## src/rtl/ldchain_pkg.sv

```systemverilog
package ldchain_pkg;

  localparam int DESC_WORDS = 4;
  localparam int W_CTRL     = 0;
  localparam int W_VAL      = 1;
  localparam int W_DST      = 2;
  localparam int W_LINK     = 3;
  localparam int IRQ_BIT    = 20;

  typedef enum logic [1:0] {
    DT_NONE = 2'd0,
    DT_SYNC = 2'd1,
    DT_WRI  = 2'd2,
    DT_RSVD = 2'd3
  } desc_type_e;

  typedef enum logic [1:0] {
    ST_IDLE,
    ST_FETCH,
    ST_STORE,
    ST_WAIT
  } seq_state_e;

  function automatic desc_type_e desc_type(input logic [31:0] ctrl);
    return desc_type_e'(ctrl[1:0]);
  endfunction

  function automatic logic done_irq(input logic [31:0] ctrl);
    return ctrl[IRQ_BIT];
  endfunction

  function automatic logic link_on(input logic [31:0] lw);
    return lw[0];
  endfunction

  // Next descriptor address: absolute, or signed offset from the current base.
  function automatic logic [31:0] link_target(input logic [31:0] base,
                                              input logic [31:0] lw);
    logic [31:0] field;
    field = {lw[31:2], 2'b00};
    return lw[1] ? (base + field) : field;
  endfunction

  // Masked equality, 16 bits wide; narrower users zero-extend.
  function automatic logic masked_eq(input logic [15:0] trig,
                                     input logic [15:0] val,
                                     input logic [15:0] en);
    return ((trig ^ val) & en) == 16'h0000;
  endfunction

endpackage

```

## src/rtl/ldchain_fetch.sv

```systemverilog
module ldchain_fetch
  import ldchain_pkg::*;
#(
  parameter int WORDS = DESC_WORDS
) (
  input  logic                   clk,
  input  logic                   rst_n,
  input  logic                   load_i,
  input  logic                   active_i,
  input  logic [31:0]            base_i,
  input  logic                   rd_valid_i,
  input  logic [31:0]            rd_data_i,
  output logic                   rd_req_o,
  output logic [31:0]            rd_addr_o,
  output logic                   last_o,
  output logic [WORDS-1:0][31:0] words_o
);

  localparam int IW = (WORDS > 1) ? $clog2(WORDS) : 1;

  logic [IW-1:0] idx_q;
  logic          beat;

  assign rd_req_o  = active_i;
  assign beat      = active_i && rd_valid_i;
  assign rd_addr_o = base_i + (32'(idx_q) << 2);
  assign last_o    = beat && (idx_q == IW'(WORDS - 1));

  always_ff @(posedge clk or negedge rst_n) begin
    if (!rst_n)        idx_q <= '0;
    else if (load_i)   idx_q <= '0;
    else if (beat)     idx_q <= (idx_q == IW'(WORDS - 1)) ? '0 : idx_q + 1'b1;
  end

  for (genvar w = 0; w < WORDS; w++) begin : g_word
    always_ff @(posedge clk or negedge rst_n) begin
      if (!rst_n)                           words_o[w] <= '0;
      else if (beat && idx_q == IW'(w))     words_o[w] <= rd_data_i;
    end
  end

endmodule

```

## src/rtl/ldchain_sync_cmp.sv

```systemverilog
module ldchain_sync_cmp
  import ldchain_pkg::*;
#(
  parameter int SYNC_W     = 8,
  parameter int MATCH_LSB  = 0,
  parameter int ENABLE_LSB = 16
) (
  input  logic [SYNC_W-1:0] trig_i,
  input  logic [31:0]       word_i,
  output logic              hit_o
);

  logic [15:0] trig_x, val_x, en_x;

  assign trig_x = 16'(trig_i);
  assign val_x  = 16'(word_i[MATCH_LSB +: SYNC_W]);
  assign en_x   = 16'(word_i[ENABLE_LSB +: SYNC_W]);
  assign hit_o  = masked_eq(trig_x, val_x, en_x);

endmodule

```

## src/rtl/ldchain_link_calc.sv

```systemverilog
module ldchain_link_calc
  import ldchain_pkg::*;
(
  input  logic [31:0] base_i,
  input  logic [31:0] link_i,
  output logic        enable_o,
  output logic [31:0] next_o
);

  assign enable_o = link_on(link_i);
  assign next_o   = link_target(base_i, link_i);

endmodule

```

## src/rtl/ldchain_seq.sv

```systemverilog
module ldchain_seq
  import ldchain_pkg::*;
#(
  parameter int SYNC_W     = 8,
  parameter int MATCH_LSB  = 0,
  parameter int ENABLE_LSB = 16
) (
  input  logic              clk,
  input  logic              rst_n,
  input  logic              start_i,
  input  logic [31:0]       start_addr_i,
  input  logic [SYNC_W-1:0] sync_trig_i,
  output logic              rd_req_o,
  output logic [31:0]       rd_addr_o,
  input  logic              rd_valid_i,
  input  logic [31:0]       rd_data_i,
  output logic              wr_req_o,
  output logic [31:0]       wr_addr_o,
  output logic [31:0]       wr_data_o,
  input  logic              wr_ack_i,
  output logic              busy_o,
  output logic              irq_o,
  output logic              done_o,
  output logic              err_o
);

  seq_state_e state_q;
  logic [31:0] base_q;
  logic        first_q;
  logic        irq_q, done_q, err_q;

  logic [DESC_WORDS-1:0][31:0] words;
  logic        last_beat;
  logic        fetch_active;
  logic        fetch_load;
  logic        sync_wait;
  logic        sync_hit;
  logic        desc_done;
  logic        lnk_en;
  logic [31:0] lnk_next;
  desc_type_e  cur_type;

  assign fetch_active = (state_q == ST_FETCH);
  assign sync_wait    = (state_q == ST_WAIT);
  assign wr_req_o     = (state_q == ST_STORE);
  assign busy_o       = (state_q != ST_IDLE);
  assign cur_type     = desc_type(words[W_CTRL]);
  assign desc_done    = (wr_req_o && wr_ack_i) || (sync_wait && sync_hit);
  assign fetch_load   = ((state_q == ST_IDLE) && start_i) || (desc_done && lnk_en);

  assign wr_addr_o = words[W_DST];
  assign wr_data_o = words[W_VAL];
  assign irq_o     = irq_q;
  assign done_o    = done_q;
  assign err_o     = err_q;

  ldchain_fetch #(.WORDS(DESC_WORDS)) u_fetch (
    .clk        (clk),
    .rst_n      (rst_n),
    .load_i     (fetch_load),
    .active_i   (fetch_active),
    .base_i     (base_q),
    .rd_valid_i (rd_valid_i),
    .rd_data_i  (rd_data_i),
    .rd_req_o   (rd_req_o),
    .rd_addr_o  (rd_addr_o),
    .last_o     (last_beat),
    .words_o    (words)
  );

  ldchain_sync_cmp #(
    .SYNC_W     (SYNC_W),
    .MATCH_LSB  (MATCH_LSB),
    .ENABLE_LSB (ENABLE_LSB)
  ) u_sync (
    .trig_i (sync_trig_i),
    .word_i (words[W_VAL]),
    .hit_o  (sync_hit)
  );

  ldchain_link_calc u_link (
    .base_i   (base_q),
    .link_i   (words[W_LINK]),
    .enable_o (lnk_en),
    .next_o   (lnk_next)
  );

  always_ff @(posedge clk or negedge rst_n) begin
    if (!rst_n) begin
      state_q <= ST_IDLE;
      base_q  <= '0;
      first_q <= 1'b0;
      irq_q   <= 1'b0;
      done_q  <= 1'b0;
      err_q   <= 1'b0;
    end else begin
      irq_q  <= 1'b0;
      done_q <= 1'b0;
      err_q  <= 1'b0;
      unique case (state_q)
        ST_IDLE: begin
          if (start_i) begin
            base_q  <= start_addr_i;
            first_q <= 1'b1;
            state_q <= ST_FETCH;
          end
        end
        ST_FETCH: begin
          if (last_beat) begin
            unique case (cur_type)
              DT_SYNC: state_q <= ST_WAIT;
              DT_WRI: begin
                if (first_q) begin
                  err_q   <= 1'b1;
                  state_q <= ST_IDLE;
                end else begin
                  state_q <= ST_STORE;
                end
              end
              default: begin
                err_q   <= 1'b1;
                state_q <= ST_IDLE;
              end
            endcase
          end
        end
        ST_STORE, ST_WAIT: begin
          if (desc_done) begin
            irq_q <= done_irq(words[W_CTRL]);
            if (lnk_en) begin
              base_q  <= lnk_next;
              first_q <= 1'b0;
              state_q <= ST_FETCH;
            end else begin
              done_q  <= 1'b1;
              state_q <= ST_IDLE;
            end
          end
        end
        default: state_q <= ST_IDLE;
      endcase
    end
  end

endmodule

```

## config.mk

```make
export PLATFORM = sky130hd
export DESIGN_NAME = ldchain_seq
export DESIGN_NICKNAME = d
export VERILOG_FILES = /design/src/rtl/ldchain_pkg.sv /design/src/rtl/ldchain_fetch.sv /design/src/rtl/ldchain_sync_cmp.sv /design/src/rtl/ldchain_link_calc.sv /design/src/rtl/ldchain_seq.sv
export SDC_FILE = /design/constraint.sdc
export NUM_CORES = 1
export LEC_CHECK = 0
export BUFFER_PORTS_ARGS = -buffer_cell sky130_fd_sc_hd__buf_2
export CAP_MARGIN = 20
export CORE_ASPECT_RATIO = 2
export CORE_MARGIN = 5
export CORE_UTILIZATION = 50
export CTS_CLUSTER_SIZE = 28
export DETAILED_ROUTE_END_ITERATION = 10
export HOLD_SLACK_MARGIN = 0.1
export PLACE_DENSITY_LB_ADDON = 0.3
export SLEW_MARGIN = 20
export SYNTH_ARGS = -nofsm -noshare
export SYNTH_HDL_FRONTEND = slang
export SYNTH_SLANG_ARGS = --single-unit
```

## constraint.sdc

```tcl
create_clock -name clk -period 2.8 [get_ports clk]
set_input_delay 0.28 -clock clk [delete_from_list [all_inputs] [get_ports clk]]
set_output_delay 0.28 -clock clk [all_outputs]
set_load 0.005 [all_outputs]
```

Word level (Yosys, flattened, before mapping)
Cells that the tools add are included.
{"block": "totals", "register_bits": 157, "latchBits": 0, "ramBits": 0, "romBits": 0, "inputBits": 77, "out_inout_bits": 102, "word_cells": 76, "mem_count": 0}
{"block": "op_classes", "add_sub_neg": 3, "multipliers": 0, "div_mod_pow": 0, "magnitude_cmp": 0, "n_eq_ne": 12, "shifts": 0, "n_mux": 28, "n_bitwise": 2, "n_reduce_logical": 20}
{"op": "32-bit two-way mux", "n": 4}
{"op": "32-bit one-hot mux with 2 select lines", "n": 1}
{"op": "32-bit adder", "n": 1}
{"op": "32-bit by 4-bit adder with 32-bit output", "n": 1}
{"op": "16-bit by 8-bit bitwise AND with 16-bit output", "n": 1}
{"op": "16-bit logical NOT", "n": 1}
{"op": "2-bit two-way mux", "n": 7}
{"op": "1-bit two-way mux", "n": 12}
{"op": "2-bit equality test (second input constant)", "n": 5}
{"op": "1-bit logical AND", "n": 9}
{"op": "8-bit bitwise XOR", "n": 1}
{"op": "2-bit by 1-bit equality test with 1-bit output (second input constant)", "n": 3}
{"op": "2-bit != test (second input constant)", "n": 3}
{"op": "2-bit one-hot mux with 3 select lines", "n": 1}
{"op": "2-bit nonzero test", "n": 3}
{"op": "2-bit logical NOT", "n": 2}
{"op": "1-bit one-hot mux with 2 select lines", "n": 2}
{"op": "2-bit one-hot mux with 2 select lines", "n": 1}
{"op": "4-bit AND reduction", "n": 1}
{"op": "3-bit AND reduction", "n": 1}
{"op": "2-bit by 1-bit adder with 2-bit output (second input constant)", "n": 1}
{"op": "1-bit logical OR", "n": 2}
{"op": "2-bit by 1-bit != test with 1-bit output (second input constant)", "n": 1}
{"op": "2-bit OR reduction", "n": 1}

Depth between registers and ports, before layout
Gate-level depths: netlist of the first run.
{"block": "logic_depth", "ltp_word": 8, "depth_mapped": 10}

By module
From an unflattened synthesis of the first run, not the netlist that was laid out.
{"block": "hier_totals", "cells_unflattened": 817, "hier_area_um2": 9801.9}
{"mod": "ldchain_fetch", "instances": 1, "cells_per_inst": 375, "area_per_inst_um2": 5501.5, "seq_area_each_um2": 3253.1}
{"mod": "ldchain_link_calc", "instances": 1, "cells_per_inst": 290, "area_per_inst_um2": 2127.0, "seq_area_each_um2": 0.0}
{"mod": "ldchain_seq", "instances": 1, "cells_per_inst": 139, "area_per_inst_um2": 2064.5, "seq_area_each_um2": 950.9}
{"mod": "ldchain_sync_cmp", "instances": 1, "cells_per_inst": 13, "area_per_inst_um2": 108.9, "seq_area_each_um2": 0.0}

Worst setup path before layout of the first run
No wires, ideal clock.
{"block": "synth_timing", "path_kind": "register -> register", "startpoint": "register base_q[2]", "endpoint": "register base_q[28]", "setup_ns": 0.134, "arrival_time_ns": 2.489, "slack_ns": 0.177, "stages_incl_launch_ff": 11, "synth_period_minus_slack_ns": 2.623, "path_cell_list": "dfrtp_1 ha_1 fa_1 a21oi_1 o22ai_1 o41ai_2 o311a_1 a21oi_1 a221oi_1 xor2_1 o21ai_1"}
{"block": "synth_between", "elab_chain_cells": 5}
{"element": "start: declaration", "line": "ldchain_seq.sv:28", "rtl": "logic [31:0] base_q;"}
{"element": "start signal: assignment", "line": "ldchain_seq.sv:103", "rtl": "base_q <= start_addr_i;"}
{"element": "start signal: assignment", "line": "ldchain_seq.sv:131", "rtl": "base_q <= lnk_next;"}
{"element": "32-bit adder", "line": "ldchain_pkg.sv:41", "rtl": "return lw[1] ? (base + field) : field;"}
{"element": "32-bit two-way mux", "line": "ldchain_pkg.sv:41"}
{"element": "32-bit two-way mux", "line": "ldchain_seq.sv:130", "rtl": "if (lnk_en) begin"}
{"element": "32-bit two-way mux", "line": "ldchain_seq.sv:128", "rtl": "if (desc_done) begin"}
{"element": "32-bit one-hot mux with 2 select lines", "line": "ldchain_seq.sv:100", "rtl": "unique case (state_q)"}
Every way passes these cells. The select of a mux whose other input is x is not followed.
A chain may end at the register's enable or synchronous reset.

Final worst setup path of the first run
{"block": "layout_timing", "startpoint": "register u_fetch.idx_q[1]", "endpoint": "output rd_addr_o[25]"}
{"block": "layout_between", "elab_chain_cells": 1}
{"element": "start: declaration", "line": "ldchain_fetch.sv:21", "rtl": "logic [IW-1:0] idx_q;"}
{"element": "start signal: assignment", "line": "ldchain_fetch.sv:32", "rtl": "else if (beat) idx_q <= (idx_q == IW'(WORDS - 1)) ? '0 : idx_q + 1'b1;"}
{"element": "32-bit by 4-bit adder with 32-bit output", "line": "ldchain_fetch.sv:26", "rtl": "assign rd_addr_o = base_i + (32'(idx_q) << 2);"}
{"element": "end: declaration", "line": "ldchain_seq.sv:14", "rtl": "output logic [31:0] rd_addr_o,"}
Every way passes these cells.

==> flow_summary.toml, run 1 <==
[place]
place_ws_ps = 16.0
numPortBuffers = 178
dp_hpwl_um = 18700
finalWeightedCongestion = 0.962

[yosys]
synth-compound-area-share_pct = 13.4
yosys.area_share.simple_pct = 8.78
synth-seq-area-share_pct = 42.0
synth_top_area_cell = "dfrtp_1"
syn_area_per_cell_um2 = 10.8
ys_seq_elements = 139
synth_most_common_cell = "dfrtp_1"
synthMuxAreaShare_pct = 15.2
synth_area_um2 = 8280
syn_nets = 879
synth_top_area_share_pct = 42.0
synthAdderAreaFrac_pct = 6.08
ys_top_cells_by_count = "139 x dfrtp_1, 99 x mux2_2, 66 x buf_4"
synth_top_family_by_area = "multiplexers"
synth-async-reset-ratio_pct = 100
yosysUniqueCellTypes = 63
syn_inst = 763
synth_edf_count = 0
synth_ff_type = "dfrtp_1"
ys_top_cells_by_area = "dfrtp_1 42%, mux2_2 13%, buf_4 6.0%"
synthXorXnorAreaFrac_pct = 6.24
yosys_warnings = 0

[final_layout]
seq_area_um2 = 3480
final_layout_size_suffix_gt1_share_pct = 42.1
fill_cells = 1356
multiInputGateArea_um2 = 4270
area_growth_pct = 22.4
nNetsFinal = 1052
antenna_cells = 0

[setup_path]
reg2reg_to = "base_q[28]$_DFFE_PN0P_"
critPathLaunchType = "register"
crit_chain = "ha_4, a21oi_4, nor3_4, and4_4, and4_4, inv_2, nor3_2, buf_4, buf_4, xor2_1, buf_2"
reg2regPathDepth = 10
endpoint_kind = "output port"
worstPathRequired_ps = 2520
worstSetupPathType = "reg2out"
cp_max_fo = 4
cp_slowest_cell = "dfrtp_2"
timing.rr.start = "base_q[2]$_DFFE_PN0P_"
max_stage_delay_ps = 440
rrSetupSlack_ps = 50
cp.arrival_ps = 2530

[grt]
grt_max_degree = 75
first_global_vias = 6993
antenna_found_initial = 0
grtUsageTotal_pct = 25.4
grt-ovfl-total = 0
grt_pass1_wl_um = 37300

[min_path]
worstHoldStart = "start_addr_i[17]"
hp-class = "in2reg"
holdPathStages = 3
whs_endpoint = "base_q[17]$_DFFE_PN0P_"

[sta]
setup_viol = 1
hold_viol_final = 0
slew_headroom_pct = 68.6
maxSlewViolCount = 0
fmax_ghz = 0.356
tns_ps = -7.08
worst_pin_slew_ps = 471
setup_ws_ps = -7.08
rsz0062_at_grt = "yes"
min_period_ps = 2810
fin_crit_sh_pct = 100
clock_skew_ps = 9.78

[clock_network]
clock_latency_ps = 410
clk_pin_slew_ps = 60
cts_buffers = 17
cts.root.buffer_cell = "clkbuf_16"
cts_tree = "done"
clk_path_buf_depth = 2
cts_htree_levels = 4
clock-sinks = 139

[routing]
dr.pass1.iters = 5
first_iter_violations = 268
vias = 6549
via_per_inst = 5.68
wl_per_cell_um = 20.8
drt_wl_total_um = 24000
drcViolationCount = 0
drtAntennaViolNets = 0

[power]
ir_drop_mv = 0.669
power_uw = 12700
p_per_area_nw_per_um2 = 1260
p_leak_uw = 0.00486

[die]
io_pins = 179
dieWidth_um = 101
die_h_um = 192
initial_utilization_pct = 50.9
dieArea_um2 = 19400
core_um2 = 16300
rows = 66

[run]
cap_violations = 0

[run_status]
violations = "setup timing"
status = "finished with violations"
[kinds of logic (layout without fill, tap and decap cells)]
group / Yosys count / after routing
fa+ha+maj: 39 / 39
mux: 113 / 113
simple gates: 147 / 147
compound gates: 156 / 156
xor+xnor: 59 / 59
buf+inv: 110 / 295
flops: 139 / 139
[routing by layer]
| layer | up-vias | track usage, % | part of all wire, % | wire (um) |
|---|---|---|---|---|
| li1 | 3064 | - | - | - |
| met1 | 3209 | 25.2 | 33 | 7980 |
| met2 | 199 | 46.7 | 55 | 13200 |
| met3 | 77 | 3.74 | 3.6 | 869 |
| met4 | 0 | 18.3 | 7.9 | 1910 |
| met5 | - | 0 | 0 | 0 |
[stage by stage]
step / hold slack [ps] / util, % / cells / instance area [um2]
floorplan: -15.6 / - / 763 / 8280
global placement: 192 / 56.3 / 1097 / 9170
detailed placement: 197 / 56.3 / 1097 / 9170
CTS: 103 / 61.9 / 1149 / 10100
global route: 117 / 62.3 / 1152 / 10100
finish: 113 / 62.3 / 1152 / 10100
[state kept, by name, summed over array words and instances (netlist names)]
| signal | cells |
|---|---|
| u_fetch.words_o | 99 |
| base_q | 32 |
| state_q | 2 |
| u_fetch.idx_q | 2 |
| done_o | 1 |
| err_o | 1 |
| first_q | 1 |
| irq_o | 1 |
[report_power, final]
part | internal (uW) | total, uW | switching, uW
clock network | 1400 | 2290 | 886
logic | 3270 | 6520 | 3260
registers | 2980 | 3900 | 928
total | 7650 | 12700 | 5070
[placed cells by master, fill, tap and decap left out, types with 7 or more instances in the layout]
| master | Yosys | routed |
|---|---|---|
| dfrtp_1 | 139 | 138 |
| ha_1 | 37 | 34 |
| a222oi_1 | 16 | 16 |
| mux2i_1 | 14 | 14 |
| nor2_1 | 37 | 35 |
| nor3_1 | 10 | 8 |
| xnor2_1 | 36 | 36 |
| a21o_1 | 14 | 14 |
| nand2_1 | 35 | 30 |
| a22oi_1 | 7 | 7 |
| buf_2 | 1 | 177 |
| nor2b_1 | 8 | 8 |
| nand4_1 | 9 | 9 |
| a211oi_1 | 8 | 7 |
| mux2_2 | 99 | 99 |
| clkbuf_16 | 0 | 17 |
| o21ai_1 | 11 | 12 |
| dlygate4sd3_1 | 0 | 15 |
| o21ai_0 | 18 | 17 |
| a21oi_1 | 31 | 26 |
| inv_1 | 18 | 16 |
| xor2_1 | 23 | 23 |
| nand3_1 | 20 | 16 |
| o21a_1 | 8 | 7 |
| buf_4 | 66 | 48 |
[area by class of cell]
type	count	share of cell area [%]
inverters	20	0.741
flip-flops and latches	139	34.3
well taps	204	2.52
clock buffers	18	4.24
clock inverters	13	1.65
repair buffers	244	14.4
multi-input cells	514	42.1
[worst max-delay path, delay by kind of cell, from the launching register on]
family | cells | cell delay, ps
AOI/OAI and AO/OA | 1 | 70
xor gates and xnor gates | 1 | 150
adders and majority gates | 1 | 280
buffers and inverters | 4 | 460
DFF | 1 | 440
and+or+nand+nor | 4 | 700
[what timing repair did]
item	in CTS	in global routing
pin swaps	14	9
resized for setup	23	16
endpoints found under the setup margin	17	24
setup buffers	6	3
hold endpoints to repair	46	0
hold buffers	15	0
[how the worst max path moves through the flow]
stage                                       startpoint  cells after the start                endpoint  slack [ps]
after floorplan                  base_q[2]$_DFFE_PN0P_                     10  base_q[28]$_DFFE_PN0P_         180
after detailed placement         base_q[2]$_DFFE_PN0P_                     10  base_q[28]$_DFFE_PN0P_          20
after CTS                        base_q[2]$_DFFE_PN0P_                     11           rd_addr_o[26]         -20
after global placement           base_q[2]$_DFFE_PN0P_                     10  base_q[28]$_DFFE_PN0P_          20
after global routing             base_q[3]$_DFFE_PN0P_                     11           rd_addr_o[25]        -140
final                     u_fetch.idx_q[1]$_DFFE_PN0P_                     11           rd_addr_o[25]          -7
No activity file was read; power rests on OpenSTA's default activity.
==> run 2, diff against run 1 <==
==> constraint.sdc (replaced) <==
create_clock -name clk -period 2.8 [get_ports clk]
set_input_delay 0.7 -clock clk [delete_from_list [all_inputs] [get_ports clk]]
set_output_delay 0.7 -clock clk [all_outputs]
set_load 0.005 [all_outputs]
==> flow_summary.toml, run 2 (same netlist as run 1, synthesis figures left out) <==
[setup_path]
timing.rr.start = "base_q[3]$_DFFE_PN0P_"
worstPathRequired_ps = 2100
cp_top_family = "buffers and inverters"
cp_slowest_cell = "fa_2"
cp_max_fo = 3
critPathLaunchType = "register"
crit_top_cell = "buf_4"
reg2reg_to = "base_q[28]$_DFFE_PN0P_"
worstSetupPathType = "reg2out"
endpoint_kind = "output port"
rrSetupSlack_ps = 50
reg2regPathDepth = 12
cp.arrival_ps = 2610
path_buf_inv = 5
max_stage_delay_ps = 370
crit_chain = "ha_2, inv_2, fa_2, nor3_2, buf_4, nand4_1, buf_6, nor4_4, buf_4, nand2_2, xnor2_1, buf_2"

[sta]
slew_headroom_pct = 54.6
hold_viol_final = 0
worst_hold_slack_ps = 206
worst_pin_slew_ps = 681
maxSlewViolCount = 0
min_period_ps = 3310
rsz0062_at_grt = "yes"
setup_viol = 19
fin_crit_sh_pct = 118
fmax_ghz = 0.302
setup_ws_ps = -506
tns_ps = -7760
clock_skew_ps = 7.39

[min_path]
hp-class = "in2async"

[power]
p_per_area_nw_per_um2 = 1270
ir_drop_mv = 0.852
p_leak_uw = 0.00495

[clock_network]
cts_tree = "done"
cts_buffers = 17
clock-sinks = 139
clock_latency_ps = 420
clk_pin_slew_ps = 60
cts_htree_levels = 4
clk_path_buf_depth = 2
cts_hold_buf = 0
cts.root.buffer_cell = "clkbuf_16"

[run_status]
violations = "setup timing"
status = "finished with violations"

[grt]
use_met1_pct = 26.0
first_global_vias = 7068
antenna_found_initial = 1
busiest_layer = "met2"
grtUsageTotal_pct = 25.7
grt_pass1_wl_um = 38000
grt_max_degree = 53
grt.met2_usage_pct = 47.4
met3_usage_pct = 3.49
grt-ovfl-total = 0

[final_layout]
largestRegisters = "u_fetch.words_o x99, base_q x32"
regMostFlops = "u_fetch.words_o"
seq_area_um2 = 3480
area_growth_pct = 24.1
layout_common_cells = "177 x buf_2, 139 x dfrtp_1, 99 x mux2_2"
fill_cells = 1367
final_common_cell = "buf_2"
final_layout_size_suffix_gt1_share_pct = 44.0
multiInputGateArea_um2 = 4310
largest_reg_flops = 99
nNetsFinal = 1057

[die]
initial_utilization_pct = 50.9
io_pins = 179
dieArea_um2 = 19400
die_h_um = 192
rows = 66
core_um2 = 16300
dieWidth_um = 101

[routing]
dr.pass1.iters = 5
via_per_inst = 5.81
wl_per_cell_um = 21.3
drt_wl_total_um = 24600
drtAntennaViolNets = 0
first_iter_violations = 266
drcViolationCount = 0
vias = 6732

[place]
finalWeightedCongestion = 0.951
dp_hpwl_um = 18700
numPortBuffers = 178

[run]
cap_violations = 0
run 2: per-stage QoR:
step                instances  util, %  worst slack [ps]  power [uW]  instance area (um2)
CTS                      1155     62.5              -510       13000                10200
finish                   1158     63.1              -506       13100                10300
global route             1158     63.1              -679       14000                10300
global placement         1116     57.6              -211       10200                 9380
floorplan                 763        -              14.3        8460                 8280
detailed placement       1116     57.6              -266       10400                 9380
run 2: area by class of cell:
type,instances,share of cell area [%]
Clock buffer,18,4.28
Clock inverter,13,1.63
Tap cell,204,2.49
Sequential cell,139,33.9
Timing Repair Buffer,249,15.0
Inverter,20,0.731
Antenna cell,1,0.0244
Multi-Input combinational cell,514,42.0
run 2: what timing repair did:
item                                    in CTS  in global routing
endpoints found under the setup margin      30                 35
pin swaps                                   19                 13
buffers inserted                             9                  3
resized for setup                           29                 20
cloned                                       0                  0
run 2: per-layer routing:
metal | wire [um] | vias up
met4 | 1730 | 0
met2 | 13700 | 227
met1 | 8240 | 3347
li1 | - | 3079
met3 | 1000 | 79
met5 | 0 | -
run 2: worst max path at each step:
stage                     cells past startpoint             to                          from
final                                        12  rd_addr_o[26]  u_fetch.idx_q[0]$_DFFE_PN0P_
after global routing                         12  rd_addr_o[26]         base_q[2]$_DFFE_PN0P_
after CTS                                    12  rd_addr_o[26]  u_fetch.idx_q[0]$_DFFE_PN0P_
after detailed placement                     11  rd_addr_o[14]  u_fetch.idx_q[0]$_DFFE_PN0P_
after global placement                       11  rd_addr_o[20]         base_q[2]$_DFFE_PN0P_
after floorplan                               9  rd_addr_o[29]         base_q[3]$_DFFE_PN0P_
run 2: power by group:
part	switching, uW	total (uW)	internal, uW
sequential	940	3910	2980
combinational	3380	6840	3460
clock	898	2320	1430
total	5220	13100	7860
